===== config.mk =====
export PLATFORM = sky130hd
export DESIGN_NAME = itmr_top
export DESIGN_NICKNAME = d
export VERILOG_FILES = /design/src/rtl/itmr_pkg.sv /design/src/rtl/itmr_rst_sync.sv /design/src/rtl/itmr_prescale.sv /design/src/rtl/itmr_tap_stage.sv /design/src/rtl/itmr_flag.sv /design/src/rtl/itmr_top.sv
export SDC_FILE = /design/constraint.sdc
export NUM_CORES = 1
export LEC_CHECK = 0
export BUFFER_PORTS_ARGS = -buffer_cell sky130_fd_sc_hd__buf_2
export CAP_MARGIN = 5
export CORE_MARGIN = 4
export CORE_UTILIZATION = 48
export CTS_BUF_LIST = sky130_fd_sc_hd__clkbuf_4
export CTS_CLUSTER_SIZE = 8
export DETAILED_ROUTE_END_ITERATION = 16
export PLACE_DENSITY = 0.68
export SETUP_SLACK_MARGIN = 0.1
export SLEW_MARGIN = 20
export SYNTH_ARGS = -nofsm -noshare
export SYNTH_HDL_FRONTEND = slang
export SYNTH_SLANG_ARGS = --single-unit

===== constraint.sdc =====
create_clock -name clk -period 0.8 [get_ports clk]
set_input_delay 0.24 -clock clk [delete_from_list [all_inputs] [get_ports clk]]
set_output_delay 0.24 -clock clk [all_outputs]
set_load 0.02 [all_outputs]

===== src/rtl/itmr_pkg.sv =====
package itmr_pkg;
  localparam int CTL_W     = 8;
  localparam int TAP_W     = 3;
  localparam int CHAIN_POS = CTL_W - 1;

  typedef struct packed {
    logic             chain;
    logic [CTL_W-TAP_W-2:0] spare;
    logic [TAP_W-1:0] tap;
  } itmr_ctl_t;
endpackage


===== src/rtl/itmr_rst_sync.sv =====
module itmr_rst_sync (
  input  logic clk,
  input  logic arst_n,
  output logic rst_n_o
);
  logic [1:0] sync_q;

  always_ff @(posedge clk or negedge arst_n) begin
    if (!arst_n) sync_q <= 2'b00;
    else         sync_q <= {sync_q[0], 1'b1};
  end

  assign rst_n_o = sync_q[1];
endmodule


===== src/rtl/itmr_prescale.sv =====
module itmr_prescale #(
  parameter int W = 8
) (
  input  logic clk,
  input  logic rst_n,
  input  logic restart_i,
  output logic carry_o
);
  logic [W-1:0] cnt_q, cnt_d;

  always_comb begin
    if (restart_i) cnt_d = '0;
    else           cnt_d = cnt_q + W'(1);
  end

  always_ff @(posedge clk or negedge rst_n) begin
    if (!rst_n) cnt_q <= '0;
    else        cnt_q <= cnt_d;
  end

  assign carry_o = &cnt_q;

  AST_PRE_CLEAR: assert property (@(posedge clk) disable iff (!rst_n)
    restart_i |=> (cnt_q == '0));
  AST_PRE_STEP: assert property (@(posedge clk) disable iff (!rst_n)
    !restart_i |=> (cnt_q == $past(cnt_q) + W'(1)));
endmodule


===== src/rtl/itmr_tap_stage.sv =====
module itmr_tap_stage #(
  parameter int W     = 8,
  parameter int SEL_W = 3
) (
  input  logic             clk,
  input  logic             rst_n,
  input  logic             restart_i,
  input  logic             step_i,
  input  logic [SEL_W-1:0] tap_sel_i,
  output logic             wrap_o
);
  logic [W-1:0] cnt_q, cnt_d;
  logic [W-1:0] mask;

  always_comb begin
    for (int i = 0; i < W; i++) begin
      mask[i] = (tap_sel_i >= SEL_W'(i));
    end
  end

  always_comb begin
    if (restart_i)   cnt_d = '0;
    else if (step_i) cnt_d = cnt_q + W'(1);
    else             cnt_d = cnt_q;
  end

  always_ff @(posedge clk or negedge rst_n) begin
    if (!rst_n) cnt_q <= '0;
    else        cnt_q <= cnt_d;
  end

  assign wrap_o = step_i && !restart_i && ((cnt_q & mask) == mask);

  AST_TAP_CLEAR: assert property (@(posedge clk) disable iff (!rst_n)
    restart_i |=> (cnt_q == '0));
  AST_TAP_HOLD: assert property (@(posedge clk) disable iff (!rst_n)
    (!restart_i && !step_i) |=> $stable(cnt_q));
  AST_TAP_NO_EARLY_WRAP: assert property (@(posedge clk) disable iff (!rst_n)
    restart_i |=> !wrap_o);
endmodule


===== src/rtl/itmr_flag.sv =====
module itmr_flag (
  input  logic clk,
  input  logic rst_n,
  input  logic set_i,
  input  logic clr_i,
  output logic flag_o
);
  logic flag_q, flag_d;

  always_comb begin
    if (set_i)      flag_d = 1'b1;
    else if (clr_i) flag_d = 1'b0;
    else            flag_d = flag_q;
  end

  always_ff @(posedge clk or negedge rst_n) begin
    if (!rst_n) flag_q <= 1'b0;
    else        flag_q <= flag_d;
  end

  assign flag_o = flag_q;

  AST_FLAG_SET: assert property (@(posedge clk) disable iff (!rst_n)
    set_i |=> flag_o);
  AST_FLAG_CLR: assert property (@(posedge clk) disable iff (!rst_n)
    (clr_i && !set_i) |=> !flag_o);
  AST_FLAG_STICKY: assert property (@(posedge clk) disable iff (!rst_n)
    (flag_o && !clr_i) |=> flag_o);
endmodule


===== src/rtl/itmr_top.sv =====
module itmr_top
  import itmr_pkg::*;
#(
  parameter int ST1_W = 8,
  parameter int ST2_W = 8
) (
  input  logic             clk,
  input  logic             rst_n,
  input  logic             ctl_we,
  input  logic [CTL_W-1:0] ctl_wdata,
  input  logic             irq_en,
  input  logic             flag_clr,
  output logic             irq_flag,
  output logic             irq
);
  localparam int SEL_W = (ST2_W > 1) ? $clog2(ST2_W) : 1;

  logic      rst_s_n;
  itmr_ctl_t ctl_q, ctl_d;
  logic      carry, step, wrap;

  itmr_rst_sync u_rst (.clk(clk), .arst_n(rst_n), .rst_n_o(rst_s_n));

  always_comb begin
    if (ctl_we) ctl_d = itmr_ctl_t'(ctl_wdata);
    else        ctl_d = ctl_q;
  end

  always_ff @(posedge clk or negedge rst_s_n) begin
    if (!rst_s_n) ctl_q <= '0;
    else          ctl_q <= ctl_d;
  end

  itmr_prescale #(.W(ST1_W)) u_pre (
    .clk(clk), .rst_n(rst_s_n), .restart_i(ctl_we), .carry_o(carry)
  );

  assign step = ctl_q.chain ? carry : 1'b1;

  itmr_tap_stage #(.W(ST2_W), .SEL_W(SEL_W)) u_tap (
    .clk(clk), .rst_n(rst_s_n), .restart_i(ctl_we), .step_i(step),
    .tap_sel_i(SEL_W'(ctl_q.tap)), .wrap_o(wrap)
  );

  itmr_flag u_flag (
    .clk(clk), .rst_n(rst_s_n), .set_i(wrap), .clr_i(flag_clr), .flag_o(irq_flag)
  );

  assign irq = irq_flag & irq_en;

  AST_WRITE_NO_SET: assert property (@(posedge clk) disable iff (!rst_s_n)
    (ctl_we && !irq_flag && flag_clr) |=> !irq_flag);
endmodule


# [After elaboration in Yosys (flattened, before gate mapping)]
# Index checks and enable logic that the tools add are counted.
[op_classes] n_addsub=2 magnitude_cmp=8 n_eq_ne=1 muxes=6 bitwise_logic=2 n_reduce_logical=6
[op_table] op="two-way mux 8 bit" count=3
[op_table] op="adder 8 x 1 -> 8 bit (second input constant)" count=2
[op_table] op=">= comparator 3 bit (second input constant)" count=4
[op_table] op="AND 8 bit" count=1
[op_table] op="equality test 8 bit" count=1
[op_table] op="AND reduction 8 bit" count=1
[op_table] op=">= comparator 3 x 1 -> 1 bit (second input constant)" count=2
[op_table] op=">= comparator 3 x 2 -> 1 bit (second input constant)" count=2
[op_table] op="nonzero test 2 bit" count=2
[op_table] op="two-way mux 1 bit" count=3
[op_table] op="logical AND 1 bit" count=2
[op_table] op="AND 1 bit" count=1
[op_table] op="logical NOT 1 bit" count=1
[word_totals] register_bits=23 output_inout_bits=2 word_cells=31

# [Depth between registers and ports, before layout]
# Gate-level depths: netlist of run 1.
[depth] depth_word=5 ltp_mapped=5 mapped_depth_nobuf=5

# [Cells and area by module]
# From an unflattened synthesis of run 1, not the netlist that was laid out.
[hier_totals] hier_cells=98 area_unflattened_um2=1048.5
[modules_own_cells] module="itmr_tap_stage" instances=1 cells_per_inst=47 area_per_inst_um2=439.2 seq_area_each_um2=200.2
[modules_own_cells] module="itmr_prescale" instances=1 cells_per_inst=35 area_per_inst_um2=361.6 seq_area_each_um2=200.2
[modules_own_cells] module="itmr_top" instances=1 cells_per_inst=10 area_per_inst_um2=157.7 seq_area_each_um2=100.1
[modules_own_cells] module="itmr_rst_sync" instances=1 cells_per_inst=3 area_per_inst_um2=53.8 seq_area_each_um2=50.0
[modules_own_cells] module="itmr_flag" instances=1 cells_per_inst=3 area_per_inst_um2=36.3 seq_area_each_um2=25.0

# [Worst setup path before layout of run 1]
# Ideal clock, no wire load.
[synth_timing] kind="reg2reg" from="register u_pre.cnt_q[0]" to="register u_tap.cnt_q[7]" setup_ps=125 t_arrival_ps=1397 slack_ps=-722 path_stages_with_launch=6 path_buffers=0 synth_period_minus_slack_ps=1522 path_cell_list="dfrtp_1 ha_1 nand3_1 o21ai_4 and3_1 mux2_2"
[synth_via] elab_chain_len=3
[synth_rtl] item="from (decl)" line_no="itmr_prescale.sv:9" rtl="logic [W-1:0] cnt_q, cnt_d;"
[synth_rtl] item="from (signal assigned)" line_no="itmr_prescale.sv:18" rtl="else cnt_q <= cnt_d;"
[synth_rtl] item="AND reduction 8 bit" line_no="itmr_prescale.sv:21" rtl="assign carry_o = &cnt_q;"
[synth_rtl] item="two-way mux 1 bit" line_no="itmr_top.sv:38" rtl="assign step = ctl_q.chain ? carry : 1'b1;"
[synth_rtl] item="nonzero test 2 bit (no line)"
[synth_rtl] item="to (signal assigned)" line_no="itmr_tap_stage.sv:29" rtl="else cnt_q <= cnt_d;"
[synth_rtl] item="to (decl)" line_no="itmr_tap_stage.sv:12" rtl="logic [W-1:0] cnt_q, cnt_d;"
# No other way between the ends.
# A chain may end at the register's enable or synchronous reset.

# [Final worst setup path of run 1]
# Ends and elaborated chain as after synthesis.

==> results of run 1 <==
power groups by stage:
| stage | logic [W] | clock network, W | registers, W |
|---|---|---|---|
| 2_1_floorplan | 0.000160 | 0 | 0.00131 |
| 3_3_place_gp | 0.000302 | 0 | 0.00129 |
| 3_5_place_dp | 0.000315 | 0 | 0.00129 |
| 4_1_cts | 0.000378 | 0.000605 | 0.00127 |
| 5_1_grt | 0.000446 | 0.000649 | 0.00128 |
| 6_report | 0.000403 | 0.000583 | 0.00127 |
flip-flops by register name, indices dropped and copies added (netlist names):
register / cells
u_tap.cnt_q: 8
u_pre.cnt_q: 8
ctl_q: 4
u_rst.sync_q: 2
u_flag.flag_o: 1
worst paths after layout:
path / end / slack (ns) / cells past startpoint
min in group asynchronous: u_pre.cnt_q[4] / 0.20 / 1
setup reg to reg: u_tap.cnt_q[7] / -0.64 / 5
setup / recovery: u_tap.cnt_q[7] / -0.64 / 5
max in group asynchronous: u_pre.cnt_q[2] / 0.44 / 1
hold reg to reg: u_pre.cnt_q[4] / 0.20 / 1
hold / removal: u_flag.flag_o / 0.1 / 2
cells by family after synthesis:
kind of cell	share of synthesized area [%]
other cells	0.336
compound gates	10.2
fa+ha+maj	2.24
simple gates	20.1
xor+xnor	4.71
flops	51.6
mux	8.98
buf+inv	1.79
metal layers:
metal	up-vias	global-route usage (%)
met1	453	24.2
li1	436	-
met3	4	5.34
met2	16	29.0
met5	-	0
met4	0	3.05
through the flow:
| step | hold slack [ns] | TNS, ns | util [%] | cells | setup WS (ns) |
|---|---|---|---|---|---|
| detailed placement | 0.0289 | -8.18 | 64.5 | 162 | -0.654 |
| global route | 0.0844 | -9.44 | 74.4 | 171 | -0.699 |
| global placement | 0.0272 | -7.41 | 64.5 | 162 | -0.604 |
| finish | 0.0998 | -8.08 | 74.4 | 171 | -0.636 |
| floorplan | -0.0556 | -5.59 | - | 101 | -0.655 |
| CTS | 0.0826 | -8.41 | 71.9 | 173 | -0.630 |
cells in the mapped netlist:
master / n
a211oi_1: 1
a21boi_0: 1
a21oi_1: 3
a31o_2: 1
a31oi_1: 1
and2_1: 1
and3_1: 4
and3_2: 1
and4_1: 1
buf_1: 1
buf_2: 1
conb_1: 1
dfrtp_1: 23
ha_1: 2
inv_1: 3
mux2_1: 2
mux2_2: 6
mux2i_1: 1
nand2_1: 2
nand2b_1: 2
nand3_1: 4
nand4_1: 3
nand4_4: 1
nor2_1: 14
nor2b_1: 5
o21ai_0: 3
o21ai_4: 1
o21bai_1: 1
o22a_1: 1
o22ai_2: 1
o32ai_1: 1
or3_1: 2
xnor2_1: 3
xor2_1: 3
final cells by class:
cell class	instances	area, sq um
Clock buffer	4	30.0
Fill cell	153	566
Inverter	3	11.3
Multi-Input combinational cell	73	673
Sequential cell	23	579
Tap cell	28	35.0
Timing Repair Buffer	40	318
repair_timing:
item,in CTS,in global routing
setup endpoints to repair,23,23
cloned,0,0
pin swaps,7,9
hold endpoints to repair,2,0
hold buffers,1,0
buffers inserted,6,1
gates resized for setup,19,17
worst max-delay path, cell delays in order, from the launching register on:
cell and delay [ns]:
dfrtp_1 0.42, ha_4 0.17, nand3_4 0.07, o21ai_4 0.19, and3_1 0.20, mux2_4 0.30
==> impl_results.md, run 1 <==
* First-pass GRT wire length at 4490 um
* Max cap viols at 0
* CP Launch Type: register
* Final Skew at 0.00761 ns
* Post-DP HPWL at 1740 um
* Metal-1 WL at around 1200 um
* Pwr Total at 0.00226 W
* Fin crit share at 180%
* Tmin final at 1.44 ns
* Clock Sinks at 23
* Met2 routed WL at between 1000 and 1500 um
* CTS clk-pin slew, worst paths at 0.13 ns
* Final instance area at 1650 sq um
* DIE AREA at 3160 sq um
* Synth-to-Final Area Change at 47.7%
* Seq/Total Area, Yosys at 51.6%
* Antenna violations before repair at 0
* Clock H-tree levels at 1
* Vias in the first global route at 979
* Avg Cell Area, Syn at 11.0 sq um
* Setup Crit Path Kind: register to register
* Worst setup EP type: register
* Die height at 56.2 um
* Vias at 909
* Post-synth top area share at ~52%
* Critical path arrival at 1.65 ns
* Worst r2r src: u_pre.cnt_q[0]
* Input/output buffers at 10
* Post-synth cell types at 34
* Clk Latency, worst-skew pair at 0.31 ns
* CTS buffer count at 3
* # IOs at 15
* DRT iter0 DRCs at 9
* Flop pwr share at 56.3%
* Seq cells post-synth at 23
* DR WL/cell at 15.1 um
* Worst min path class: input pin to register
* Largest net degree at the start of global routing at 22
* Outcome: finished with violations
* Failing checks: negative setup slack
* Commonest non-fill, non-tap cell in the layout: buf_4
* WL final at 2590 um
* Yosys warnings at 0
* P per Cell Area at 1370 nW/um^2
* # setup viols final at 23
* RePlAce Congestion at 0.734
* Final hold vios at 0
* Clock share of power at 25.8%
* Starting density of the core at 50.4%
* Crit path launch: u_pre.cnt_q[0]
* Metal3 WL at 101 um
* Antenna cell count at 0
* WP data required at 1.02 ns
* Internal at 0.00166 W
* Switching power at 0.000596 W
* IR drop worst, VDD at 1300 uV
* Unrepaired setup endpoints after global routing: true
* Root Buffer: clkbuf_4
* Max layer used: met4
* Most frequent cells in the layout: 24 x buf_4, 20 x dfrtp_1, 13 x nor2_1, 8 x buf_2
* Nets at 159
* Max Clk Rate at between 600 and 700 MHz
* Post-synth top area cell: dfrtp_1
* Synth area leaders: dfrtp_1 52%, mux2_2 6.1%, nor2_1 4.7%, nor2b_1 2.8%, xnor2_1 2.4%
* Synthesized area at 1110 sq um
* Post-route DRC at 0
* Chip width at 56.2 um
* Mapped Cells at 101
* Antenna-violating nets left at 0
* Slew Limit Fails at 0
* Hold_sp: flag_clr
* Final WS setup at -0.636 ns
* Number of vias per cell at 5.32
* Core area at 2210 sq um
* GR Overflow Total at 0
* Max Root-Sink Buffers at 2
* Post-DP Area at 1430 sq um
* Ratio of cells with drive above 1 in the final layout at 53.8%
* Sw Share at between 20% and 30%
* Syn nets at approximately 120
* Logic pwr share at 17.8%
* Iteration count of the initial detailed-routing pass at 4
* CP max FO at 5
* CTS tree: done
* Leak at 0.754 nW
* Global Route Usage Sum at a little under a fifth
* FP Rows at 17
No activity file was read; power rests on OpenSTA's default activity.
==> run 2, diff against run 1 <==
- ABC_AREA: default -> 1
==> run 2 against run 1 <==
The flow still finishes with violations (negative setup slack). Via count rose by 35%. Sequential cell count did not move. Design area rose by 5.0%. Clock power rose by 0.9%. Sequential power barely moved. First-iteration DRC count rose to 8.2 times the previous value. Non-clock buffer count rose by 9. Sequential share of layout area fell by 1.8 points. Clock-buffer cell count did not move. Register-to-register slack improved by 0.13 ns.
==> impl_results.md, run 2 <==
* Syn nets at 163
* Tmin final at 1.31 ns
* Final Skew at around 0.015 ns
* Failing checks: negative setup slack
* Ratio of cells with drive above 1 in the final layout at 45.0%
* Final hold vios at 0
* CTS buffer count at 3
* Antenna violations before repair at 0
* Critical path arrival at 1.55 ns
* IR drop worst, VDD at 1270 uV
* Starting density of the core at 51.0%
* DIE AREA at 3220 sq um
* Antenna-violating nets left at 0
* Outcome: finished with violations
* Critical path's slowest cell: dfrtp_1
* Input/output buffers at 10
* Top Registers: u_pre.cnt_q: 8 flops, u_tap.cnt_q: 8 flops, ctl_q: 4 flops
* Clock Sinks at 23
* Final core occ at ~77%
* Largest net degree at the start of global routing at 22
* Clk Latency, worst-skew pair at ~0.32 ns
* Post-DP HPWL at roughly 1700 um
* CTS clk-pin slew, worst paths at 0.13 ns
* Post-synth top area share at 50.5%
* Iteration count of the initial detailed-routing pass at 4
* P per Cell Area at 1330 nW/um^2
* Filler instances at ~140
* Seq/Total Area, Yosys at 50.5%
* CP max FO at 5
* Worst min path class: input pin to register
* Core area at 2230 sq um
* RePlAce Congestion at 0.823
* Chip width at 56.7 um
* Vias at 1225
* Vias in the first global route at roughly 1100
* Worst reg2reg endpoint: u_tap.cnt_q[3]
* Post-placement setup slack at -0.551 ns
* Max cap viols at 0
* Crit path top cell by count: nor2_4
* Hold Path Stages at 3
* WP data required at about 1.0 ns
* Final WS setup at -0.508 ns
* Fin crit share at 163%
* # IOs at 15
* Max Clk Rate at approximately 760 MHz
* Synth top cells by count: 52 x nand2_1, 23 x dfrtp_1, 15 x inv_1, 12 x nor2_1, 8 x nand3_1
* Hold_sp: ctl_wdata[1]
* Synth-to-Final Area Change at 51.7%
* DRT iter0 DRCs at 74
* Commonest non-fill, non-tap cell in the layout: nand2_1
* Layout Cells excl Fill at about 230
* Seq cells post-synth at 23
* Global Route Usage Sum at a little under a fifth
* Post-synth top area cell: dfrtp_1
* CP max stage delay at 0.44 ns
* Nets at 216
* Reg2reg setup slack at -0.51 ns
* FP Rows at 17
* Asr flop ratio synth at 100%
* Yosys warnings at 0
* Synthesized area at ~1100 sq um
* Most common cell in the netlist: nand2_1
* Worst r2r src: u_pre.cnt_q[1]
* CTS tree: done
* GR Overflow Total at 0
* Cell Count Post-Placement at around 210
* Avg Cell Area, Syn at around 7.7 sq um
* Worst setup EP type: register
* Post-route DRC at 0
* Final setup TNS at -7.37 ns
* Post-synth cell types at 21
* Cells on worst reg2reg path at 8
* Max Root-Sink Buffers at 2
* Leak at 0.855 nW
* Critical path cell sequence: ha_4, nand2_2, nor2_4, nand2_4, nand2_8, nor2_4, nand2_1, o21ai_1
* Unrepaired setup endpoints after global routing: true
* Number of vias per cell at between 5 and 6
* Most frequent cells in the layout: 46 x nand2_1, 33 x buf_4, 21 x dfrtp_1, 11 x inv_1, 8 x buf_2
* CP Launch Type: register
* Synth area leaders: dfrtp_1 50%, nand2_1 17%, inv_1 4.9%, nor2_1 4.0%, nand3_1 3.5%
* Slew Limit Fails at 0
* Setup Crit Path Kind: register to register
* First-pass GRT wire length at 4890 um
* WL final at between 3000 and 4000 um
* Die height at 56.7 um
* Antenna cell count at 0
* Main synth FF type: dfrtp_1
* Clock H-tree levels at 1
* Mapped Cells at 148
* # setup viols final at 19
* Root Buffer: clkbuf_4
* Post-synth EDFFs at 0
* DR WL/cell at around 14 um
* Worst Hold End: ctl_q[1]
run 2: worst max path at each step:
| stage | start | end | slack [ns] | depth (start not counted) |
|---|---|---|---|---|
| after floorplan | u_pre.cnt_q[0] | u_tap.cnt_q[0] | -0.42 | 8 |
| after CTS | u_pre.cnt_q[0] | u_tap.cnt_q[3] | -0.45 | 8 |
| after detailed placement | u_pre.cnt_q[1] | u_tap.cnt_q[3] | -0.55 | 8 |
| final | u_pre.cnt_q[1] | u_tap.cnt_q[3] | -0.51 | 8 |
| after global routing | u_tap.cnt_q[0] | u_flag.flag_o | -0.60 | 10 |
| after global placement | u_pre.cnt_q[1] | u_tap.cnt_q[7] | -0.48 | 8 |
run 2: per-stage QoR:
step	area (sq um)	hold slack (ns)	total power (W)
floorplan	1150	-0.0556	0.00142
finish	1730	0.107	0.00231
CTS	1600	0.113	0.00222
global placement	1460	0.0249	0.00157
detailed placement	1460	0.0269	0.00158
global route	1730	0.122	0.00243
run 2: power breakdown:
group | internal, W | switching (W)
sequential | 0.00121 | 0.0000634
clock | 0.000229 | 0.000359
combinational | 0.000227 | 0.000215
run 2: logic make-up (layout without fill, tap and decap cells):
| family | Yosys count | after routing | share of synthesized area, % |
|---|---|---|---|
| AO/OA/AOI/OAI | 19 | 19 | 8.67 |
| XOR/XNOR | 1 | 1 | 0.769 |
| adder cells (fa/ha/maj) | 2 | 2 | 2.20 |
| buffers and inverters | 19 | 70 | 6.70 |
| flip-flops | 23 | 23 | 50.5 |
| other | 1 | 1 | 0.329 |
| AND/OR/NAND/NOR | 83 | 84 | 30.8 |
run 2: cell type report:
| cell class | instances | area [sq um] | share of cell area (%) |
|---|---|---|---|
| clock buffers | 4 | 30.0 | 1.74 |
| multi-input cells | 107 | 626 | 36.2 |
| flip-flops and latches | 23 | 578 | 33.4 |
| repair buffers | 49 | 394 | 22.8 |
| inverters | 17 | 66.3 | 3.84 |
| well taps | 28 | 35.0 | 2.03 |
run 2: repair_timing:
action,CTS,global route
endpoints found under the hold margin,2,0
endpoints found under the setup margin,20,23
gates resized for setup,19,26
cloned,1,0
setup buffers,6,6
hold buffers,1,0
pin swaps,14,16
run 2: layer usage:
layer  routed length, um  vias up  track usage (%)  part of all wire [%]
met5                   0        -                0                     0
met3                 163       20             2.99                   5.0
li1                    -      578                -                     -
met2                1650       54             33.0                    50
met1                1330      573             23.8                    40
met4                 138        0             6.62                   4.2
run 2: worst max-delay path, delay by kind of cell, from the launching register on:
kind / cells / cell delay, ns
simple gates: 6 / 0.52
compound gates: 1 / 0.08
flops: 1 / 0.44
fa+ha+maj: 1 / 0.18
==> run 3, diff against run 2 <==
- CORE_MARGIN: 4 -> 2
- PLACE_DENSITY: 0.68 -> 0.71
- clock period: 0.8 -> 1.1 ns (I/O delays scaled with it)
==> run 3 against run 2 <==
The run still ends with negative setup slack left. Critical path depth did not move. Maximum frequency increased by 1.1%. Power is 30% lower. Global-route usage rose by 3.0 points. Clock skew fell by 0.011 ns. Hold slack improved by 0.080 ns. Critical endpoint is now u_tap.cnt_q[2]. Largest power group unchanged.
==> impl_results.md, run 3 (synthesis gave the netlist of run 2 again) <==
* Outcome: finished with violations
* Failing checks: negative setup slack
* Slew Limit Fails at 0
* CP max FO at 5
* CTS clk-pin slew, worst paths at 0.12 ns
* Final instance area at 1630 sq um
* Hold_ws at roughly 0.19 ns
* WP data required at 1.35 ns
* Layout Cells excl Fill at 220
* Antenna cell count at 0
* Top Registers: u_pre.cnt_q: 8 flops, u_tap.cnt_q: 8 flops, ctl_q: 4 flops
* Reg2reg setup slack at -0.19 ns
* Leak at 0.838 nW
* Root Buffer: clkbuf_4
* FP Rows at 17
* RePlAce Congestion at approximately 0.84
* Max cap viols at 0
* Clock share of power at 25.6%
* Worst r2r src: u_pre.cnt_q[0]
* Post-route DRC at 0
* Flop pwr share at 57.0%
* Critical path's slowest cell: dfrtp_1
* Cells on worst reg2reg path at 8
* WL final at 2700 um
* Clk Latency, worst-skew pair at 0.31 ns
* Global Route Usage Sum at 22.0%
* Worst min path class: register to asynchronous set/reset pin
* Crit path top cell by count: nand2_4
* CP max stage delay at 0.42 ns
* Sw Share at 26.4%
* Max Root-Sink Buffers at 2
* Core area at 2230 sq um
* Nets at approximately 210
* Unrepaired setup endpoints after global routing: true
* Iteration count of the initial detailed-routing pass at 4
* Antenna violations before repair at 0
* Starting density of the core at 51.0%
* Critical path cell sequence: ha_4, nand2_4, nor2_4, nand2_2, nand2_4, buf_6, nand2_4, o21ai_2
* Chip width at ~53 um
* Synth-to-Final Area Change at 43.2%
* Vias in the first global route at just over 1000
* Internal at 0.00118 W
* DRT iter0 DRCs at 24
* # IOs at 15
* Clock Sinks at 23
* Final WS setup at -0.194 ns
* Tmin final at 1.29 ns
* Antenna-violating nets left at 0
* Final hold vios at 0
* Fin crit share at 118%
* Number of vias per cell at 4.98
* Final Skew at 0.00368 ns
* Worst setup EP type: register
* Commonest non-fill, non-tap cell in the layout: nand2_1
* Most frequent cells in the layout: 47 x nand2_1, 25 x buf_4, 23 x dfrtp_1, 13 x inv_1, 9 x buf_2
* GR Overflow Total at 0
* Vias at 1096
* Die height at 52.7 um
* First-pass GRT wire length at between 4000 and 5000 um
* P per Cell Area at 985 nW/um^2
* Setup Crit Path Kind: register to register
* Post-DP HPWL at 1720 um
* Clock H-tree levels at 1
* Critical path arrival at 1.54 ns
* CTS buffer count at 3
* DR WL/cell at 12.3 um
* Worst reg2reg endpoint: u_tap.cnt_q[2]
* Largest net degree at the start of global routing at 14
* Post-placement setup slack at -0.258 ns
* Pwr Total at between 0.0015 and 0.002 W
* CTS tree: done
* Ratio of cells with drive above 1 in the final layout at 37.5%
* CP Launch Type: register
* IR drop worst, VDD at around 860 uV
* DIE AREA at 2780 sq um
* Logic pwr share at 17.5%
* Max Clk Rate at 773 MHz
* Switching power at ~0.00042 W
* Post-DP Area at between 1000 and 1500 sq um
* Input/output buffers at 10
* Cell Count Post-Placement at slightly above 200
* # setup viols final at 16
[run 3: power by group through the flow]
| stage | Sequential [W] | Combinational [W] | Clock (W) |
|---|---|---|---|
| floorplan | 0.000939 | 0.0000941 | 0 |
| global placement | 0.000929 | 0.000194 | 0 |
| detailed placement | 0.000930 | 0.000203 | 0 |
| CTS | 0.000915 | 0.000228 | 0.000427 |
| global route | 0.000921 | 0.000314 | 0.000465 |
| finish | 0.000916 | 0.000281 | 0.000412 |
[run 3: worst max-delay path, delay by kind of cell (launching register included)]
kind	cells	cell delay, ns
and+or+nand+nor	5	0.42
DFF	1	0.42
AOI/OAI and AO/OA	1	0.11
adders and majority gates	1	0.16
buffers and inverters	1	0.11
[run 3: cell type report]
| class | instances | area [sq um] |
|---|---|---|
| inverters | 17 | 68.8 |
| clock buffers | 4 | 30.0 |
| repair buffers | 41 | 319 |
| multi-input cells | 107 | 604 |
| well taps | 28 | 35.0 |
| flip-flops and latches | 23 | 576 |
| fillers | 153 | 601 |
[run 3: per-stage QoR]
step,util (%),setup TNS [ns]
floorplan,-,-0.840
global placement,61.8,-1.42
detailed placement,61.8,-1.97
CTS,67.3,-2.15
global route,73.1,-3.17
finish,73.1,-2.28
[run 3: per-layer routing]
metal / up-vias / global-route usage (%) / routed length, um
met1: 513 / 28.1 / 1170
met4: 0 / 9.83 / 36
met2: 24 / 36.0 / 1390
li1: 554 / - / -
met5: - / 0 / 0
met3: 5 / 4.29 / 109
[run 3: timing repair]
action	4_1_cts	5_1_grt
resized for setup	16	22
cloned	1	0
endpoints found under the setup margin	16	17
endpoints found under the hold margin	2	0
pin swaps	15	8
hold buffers	1	0
buffers inserted	4	8
[run 3: worst max-delay path by stage]
stage	start	to	slack [ns]
after detailed placement	u_pre.cnt_q[1]	u_tap.cnt_q[3]	-0.26
after global routing	u_tap.cnt_q[0]	u_tap.cnt_q[6]	-0.25
after CTS	u_pre.cnt_q[0]	u_tap.cnt_q[4]	-0.20
final	u_pre.cnt_q[0]	u_tap.cnt_q[2]	-0.19
after global placement	u_pre.cnt_q[1]	u_tap.cnt_q[0]	-0.19
after floorplan	u_pre.cnt_q[0]	u_tap.cnt_q[0]	-0.12
